`src/rtl/llt_pkg.sv`:
```
package llt_pkg;
  typedef enum logic [2:0] {
    ST_NP = 3'd0, ST_I = 3'd1, ST_S = 3'd2, ST_E = 3'd3, ST_M = 3'd4
  } line_st_e;

  typedef enum logic [1:0] {
    BUS_NONE = 2'd0, BUS_RD = 2'd1, BUS_RDX = 2'd2, BUS_UPGR = 2'd3
  } bus_e;

  typedef enum logic [1:0] {
    OP_LOAD = 2'd0, OP_STORE = 2'd1, OP_TAS = 2'd2, OP_RSVD = 2'd3
  } op_e;

  function automatic logic holds_line(line_st_e s);
    return (s == ST_S) || (s == ST_E) || (s == ST_M);
  endfunction
endpackage

```
`src/rtl/llt_bus_select.sv`:
```
module llt_bus_select
  import llt_pkg::*;
(
  input  line_st_e own_st,
  input  op_e      op,
  input  logic     others_hold,
  output bus_e     bus,
  output line_st_e own_next
);
  always_comb begin
    bus      = BUS_NONE;
    own_next = own_st;
    if (op == OP_LOAD) begin
      if (!holds_line(own_st)) begin
        bus      = BUS_RD;
        own_next = others_hold ? ST_S : ST_E;
      end
    end else if (op == OP_STORE || op == OP_TAS) begin
      own_next = ST_M;
      unique case (own_st)
        ST_M, ST_E: bus = BUS_NONE;
        ST_S:       bus = BUS_UPGR;
        default:    bus = BUS_RDX;
      endcase
    end
  end
endmodule

```
`src/rtl/llt_snoop_cell.sv`:
```
module llt_snoop_cell
  import llt_pkg::*;
(
  input  line_st_e cur,
  input  bus_e     bus,
  output line_st_e nxt
);
  always_comb begin
    nxt = cur;
    if (holds_line(cur)) begin
      unique case (bus)
        BUS_RD:            nxt = ST_S;
        BUS_RDX, BUS_UPGR: nxt = ST_I;
        default:           nxt = cur;
      endcase
    end
  end
endmodule

```
`src/rtl/llt_lock_word.sv`:
```
module llt_lock_word #(
  parameter int WORD_W = 8
) (
  input  logic              clk,
  input  logic              rst_n,
  input  logic              wr_en,
  input  logic [WORD_W-1:0] wr_val,
  output logic [WORD_W-1:0] word
);
  always_ff @(posedge clk) begin
    if (!rst_n)     word <= '0;
    else if (wr_en) word <= wr_val;
  end
endmodule

```
`src/rtl/line_lock_tracker.sv`:
```
module line_lock_tracker
  import llt_pkg::*;
#(
  parameter int NUM_CPU = 3,
  parameter int WORD_W  = 8,
  localparam int IDX_W  = $clog2(NUM_CPU + 1),
  localparam int ST_W   = 3
) (
  input  logic                    clk,
  input  logic                    rst_n,
  input  logic                    req_valid,
  output logic                    req_ready,
  input  logic [IDX_W-1:0]        req_idx,
  input  logic [1:0]              req_op,
  input  logic [WORD_W-1:0]       req_wdata,
  output logic                    rsp_valid,
  output logic [1:0]              rsp_bus,
  output logic [WORD_W-1:0]       rsp_data,
  output logic                    rsp_acq,
  output logic                    rsp_bad,
  output logic [NUM_CPU*ST_W-1:0] line_state
);
  line_st_e          st_q    [NUM_CPU];
  line_st_e          snoop_d [NUM_CPU];
  logic              ready_q;
  logic              fire, idx_ok, op_ok, act;
  op_e               op;
  line_st_e          own_st, own_next;
  logic              others_hold;
  bus_e              sel_bus, bus_eff;
  logic [WORD_W-1:0] word_q;
  logic [NUM_CPU-1:0] excl_vec, share_vec;

  always_ff @(posedge clk) begin
    if (!rst_n) ready_q <= 1'b0;
    else        ready_q <= 1'b1;
  end
  assign req_ready = ready_q;

  assign fire   = req_valid && ready_q;
  assign op     = op_e'(req_op);
  assign idx_ok = req_idx < IDX_W'(NUM_CPU);
  assign op_ok  = op != OP_RSVD;
  assign act    = fire && idx_ok && op_ok;

  // requester view and presence of copies elsewhere
  always_comb begin
    own_st      = ST_NP;
    others_hold = 1'b0;
    for (int i = 0; i < NUM_CPU; i++) begin
      if (IDX_W'(i) == req_idx) own_st = st_q[i];
      else if (holds_line(st_q[i])) others_hold = 1'b1;
    end
  end

  llt_bus_select u_sel (
    .own_st      (own_st),
    .op          (op),
    .others_hold (others_hold),
    .bus         (sel_bus),
    .own_next    (own_next)
  );

  assign bus_eff = act ? sel_bus : BUS_NONE;

  for (genvar g = 0; g < NUM_CPU; g++) begin : g_cache
    llt_snoop_cell u_cell (
      .cur (st_q[g]),
      .bus (bus_eff),
      .nxt (snoop_d[g])
    );
    always_ff @(posedge clk) begin
      if (!rst_n)                             st_q[g] <= ST_NP;
      else if (act && req_idx == IDX_W'(g))   st_q[g] <= own_next;
      else                                    st_q[g] <= snoop_d[g];
    end
    assign line_state[g*ST_W +: ST_W] = st_q[g];
    assign excl_vec[g]  = (st_q[g] == ST_E) || (st_q[g] == ST_M);
    assign share_vec[g] = st_q[g] == ST_S;
  end

  llt_lock_word #(.WORD_W(WORD_W)) u_word (
    .clk    (clk),
    .rst_n  (rst_n),
    .wr_en  (act && op != OP_LOAD),
    .wr_val ((op == OP_TAS) ? WORD_W'(1) : req_wdata),
    .word   (word_q)
  );

  always_ff @(posedge clk) begin
    if (!rst_n) begin
      rsp_valid <= 1'b0;
      rsp_bus   <= BUS_NONE;
      rsp_data  <= '0;
      rsp_acq   <= 1'b0;
      rsp_bad   <= 1'b0;
    end else begin
      rsp_valid <= fire;
      rsp_bus   <= bus_eff;
      rsp_data  <= act ? word_q : '0;
      rsp_acq   <= act && op == OP_TAS && word_q == '0;
      rsp_bad   <= fire && !(idx_ok && op_ok);
    end
  end

  AST_ONE_OWNER: assert property (@(posedge clk) disable iff (!rst_n)
    $countones(excl_vec) <= 1);
  AST_OWNER_ALONE: assert property (@(posedge clk) disable iff (!rst_n)
    (excl_vec != '0) |-> (share_vec == '0));
  AST_BAD_QUIET: assert property (@(posedge clk) disable iff (!rst_n)
    (rsp_valid && rsp_bad) |-> (rsp_bus == BUS_NONE && !rsp_acq));
  AST_BAD_HOLDS: assert property (@(posedge clk) disable iff (!rst_n)
    (fire && !(idx_ok && op_ok)) |=> $stable(line_state) && $stable(word_q));
  AST_WRITE_OWNS: assert property (@(posedge clk) disable iff (!rst_n)
    (act && op != OP_LOAD) |=> (st_q[$past(req_idx)] == ST_M));
  AST_ACQ_SETS: assert property (@(posedge clk) disable iff (!rst_n)
    (rsp_valid && rsp_acq) |-> (word_q == WORD_W'(1)));
  AST_RSP_FOLLOWS: assert property (@(posedge clk) disable iff (!rst_n)
    fire |=> rsp_valid);
  AST_RSP_IDLE: assert property (@(posedge clk) disable iff (!rst_n)
    (ready_q && !req_valid) |=> !rsp_valid);
endmodule

```
`config.mk`:
```
export PLATFORM = sky130hd
export DESIGN_NAME = line_lock_tracker
export DESIGN_NICKNAME = d
export VERILOG_FILES = /design/src/rtl/llt_pkg.sv /design/src/rtl/llt_bus_select.sv /design/src/rtl/llt_snoop_cell.sv /design/src/rtl/llt_lock_word.sv /design/src/rtl/line_lock_tracker.sv
export SDC_FILE = /design/constraint.sdc
export NUM_CORES = 1
export LEC_CHECK = 0
export BUFFER_PORTS_ARGS = -buffer_cell sky130_fd_sc_hd__buf_4
export CAP_MARGIN = 10
export CORE_ASPECT_RATIO = 0.7
export CORE_MARGIN = 10
export CORE_UTILIZATION = 40
export DETAILED_ROUTE_END_ITERATION = 10
export PLACE_DENSITY_LB_ADDON = 0.15
export SYNTH_ARGS = -nofsm -noshare
export SYNTH_HDL_FRONTEND = slang
export SYNTH_HIERARCHICAL = 1
export SYNTH_SLANG_ARGS = --single-unit
```
`constraint.sdc`:
```
create_clock -name clk -period 2.33 [get_ports clk]
set_input_delay 0.3495 -clock clk [delete_from_list [all_inputs] [get_ports clk]]
set_output_delay 0.3495 -clock clk [all_outputs]
set_load 0.005 [all_outputs]
```
==> results.md <==
* Async set or reset register ratio after synthesis at 0
* Number of synthesized register bits at 31
* Worst R2R Setup Slack at -0.004 ns
* Residual DRC at 0
* GR Overflow Total at 0
* Fin area at 2480 um^2
* Global router's overall resource usage at 0.128
* Pre-CTS WS at -0.236 ns
* # setup viols final at 2
* Arr. time, crit path at around 2.4 ns
* Number of flops mapped to enable cells by yosys at 9
* H-tree depth at 2
* Pin count of the biggest net entering global routing at 23
* CTS tree: done
* Worst Path Required at about 2.4 ns
* Initial drt markers at between 100 and 150
* Distinct cells, synth at 37
* Number of global-route vias before repair at 1,443
* Antenna violations before repair at 0
* Clock-pin slew on the worst setup and hold paths at roughly 0.07 ns
* Skew final at between 0.0015 and 0.002 ns
* Routed Antenna Nets at 0
* Core Area at approximately 4000 um^2
* Crit share post-route at 1.00
* Worst reg2reg path endpoint: st_q[1][2]
* Peak Freq at around 430 MHz
* Worst hold path endpoint: req_ready
* Routability cong. at approximately 0.83
* First-pass GRT wire length at ~7.5 mm
* Clock Path Buffers at 2
* FP Rows at 19
* Die footprint at about 7400 um^2
* Setup slack after layout at -0.00436 ns
* Final Critical Period at between 2 and 2.5 ns
* Clk network pwr share at 0.368
* Starting Density at 0.429
* Routed len/inst at between 15 and 20 um
* Clock Latency Late Sink at roughly 0.28 ns
* Combinational Power Share at 0.205
* CP endpoint kind: flip-flop
* Slew Limit Fails at 0
* Pre-antenna DRT Iters at 4
* Non-filler instance count after layout at 315
* Synth warnings at 6
* DR vias/cell at 5.04
* Layout cells sized above 1 at 0.357
* Cell Area, Placed at about 2300 um^2
* Switching portion of total power at 0.254
* Die Ht at around 75 um
* Placed Instances at around 300
* Antenna diodes at 0
* FF-to-FF path depth at 10
* Crit path kind: reg2reg
* Overall power at 1.38 mW
* Final Hold Viols at 0
* Gate Count Post-Synth at 182
* Die X at ~100 um
* Final hold slack at 0.340 ns
* Leading area contributor after synthesis: dfxtp_1
* Hold path startpoint: rst_n
* Leakage at roughly 1.2 nW
* VDD IR-drop max at a little under 0.3 mV
* Setup total negative slack at -0.00754 ns
* Clock root cell: clkbuf_8
* Port bufs at 37
* Io pins at 38
* Area delta synth->final at 42.8%
* Max-Cap Viols at 0
* Flop pwr share at 0.427
* Pwr/cell area at ~560 nW/um^2
* Failing checks: setup timing
* CTS sink count at 31
* Critical Path Start Type: flip-flop
* RSZ-0062 raised after global routing: true
* Mapped Avg Cell Area at 9.54 um^2
* Cell-internal power at approximately 1 mW
* Via count at 1,588
* Hpwl dp at about 3.4 mm
* Sequential area share after synthesis at 0.410
* Share of the synthesized area in the top cell type at 0.254
* Util after Layout at 0.613
* R2R Path Start: st_q[1][0]
* Total CTS buffers at 5
* Hold WC Path Type: in2reg
* Worst Hold Depth at 1
* Wirelength, routed at 4.80 mm
* Main area contributors after synthesis: dfxtp_1, edfxtp_1, mux2i_1
* Post-layout nets at between 200 and 300
* Crit path max fanout at 5
* Psw at roughly 350 uW
* Synth Flop Type: dfxtp_1
* Outcome: complete, but fails checks
* Netlist Area Pre-Place at between 1500 and 2000 um^2
## logic make-up after synthesis
logic type | count (synthesis) | share of synthesized area
flops | 31 | 0.410
other cells | 1 | 0.00216
fa+ha+maj | 1 | 0.00721
buf+inv | 14 | 0.0375
mux | 21 | 0.121
simple gates | 86 | 0.296
compound gates | 28 | 0.126
## Yosys cell counts, types with 2 or more instances
master and instances:
dfxtp_1 22, or2b_1 3, and2_1 17, o21ai_0 6, or3b_2 2, o31a_1 4, nand2_1 22, nor2b_1 11
nor2_1 5, inv_1 10, nor4_1 2, a21oi_1 5, nand4_1 3, and4bb_2 3, a211o_1 2, a221oi_2 3
nand2b_1 8, mux2i_1 21, a32o_1 3, and3_1 5, edfxtp_1 9
## sequential cells by signal, summed over array words and instances, names as in the netlist
register,count
st_q,9
rsp_data,8
u_word/word,8
rsp_bus,2
req_ready,1
rsp_acq,1
rsp_bad,1
rsp_valid,1
## power by group through the flow
stage	Combinational, mW	Sequential, mW	Clock (mW)
global placement	0.256	0.602	0
floorplan	0.125	0.608	0
detailed placement	0.258	0.601	0
global route	0.312	0.592	0.542
finish	0.283	0.590	0.508
CTS	0.263	0.590	0.518
## area by class of cell
type	count	area [um^2]
Fill cell	351	1560
Multi-Input combinational cell	146	1030
Sequential cell	31	711
Timing Repair Buffer	68	524
Clock buffer	7	108
Tap cell	52	65.1
Inverter	10	37.5
Clock inverter	1	5.00
## worst max path at each step
stage / cells past startpoint / slack (ns) / startpoint / to
2_1_floorplan: 11 / 0.01 / req_idx[0] / st_q[0][1]
3_3_place_gp: 11 / -0.19 / req_idx[0] / st_q[2][2]
3_5_place_dp: 11 / -0.24 / req_idx[0] / st_q[2][2]
4_1_cts: 10 / 0.0004 / st_q[1][0] / st_q[2][2]
5_1_grt: 12 / -0.14 / st_q[0][2] / st_q[0][0]
6_report: 10 / -0.004 / st_q[1][0] / st_q[1][2]
## critical path, stage by stage, from the launching register on
cell and delay [ns]:
edfxtp_1 0.40, mux2i_1 0.25, o21ai_2 0.13, o31a_1 0.32, mux2i_2 0.19, and3_4 0.23, buf_2 0.15, nor2_1 0.06
o31a_1 0.23, nand2_1 0.06, mux2i_1 0.06
## placed cells by master, fill, tap and decap left out, drive strengths merged, types with 2 or more instances in the layout
cell type	count
o31a	4
nor2	5
nand2	22
mux2i	21
a211o	2
dfxtp	22
a21oi	5
buf	68
nand4	3
nor4	2
nor2b	12
and4bb	3
inv	10
nand2b	8
edfxtp	9
or2b	3
and2	17
conb	9
o21ai	7
and3	6
clkbuf	7
or3b	2
a221oi	3
a32o	3
## timing repair
item                       CTS  global route
pin swaps                    0             5
hold buffers                 0             0
resized for setup            4             6
buffers inserted             0             4
gates cloned                 0             2
setup endpoints to repair    9             9
## routing by layer
metal  part of all wire  wire (um)  track usage
met5                  0          0            0
met4             0.0098         47       0.0380
met3              0.074        353       0.0439
met2               0.43       2070        0.187
met1               0.48       2330        0.174
Power figures use the tool's default switching activity.
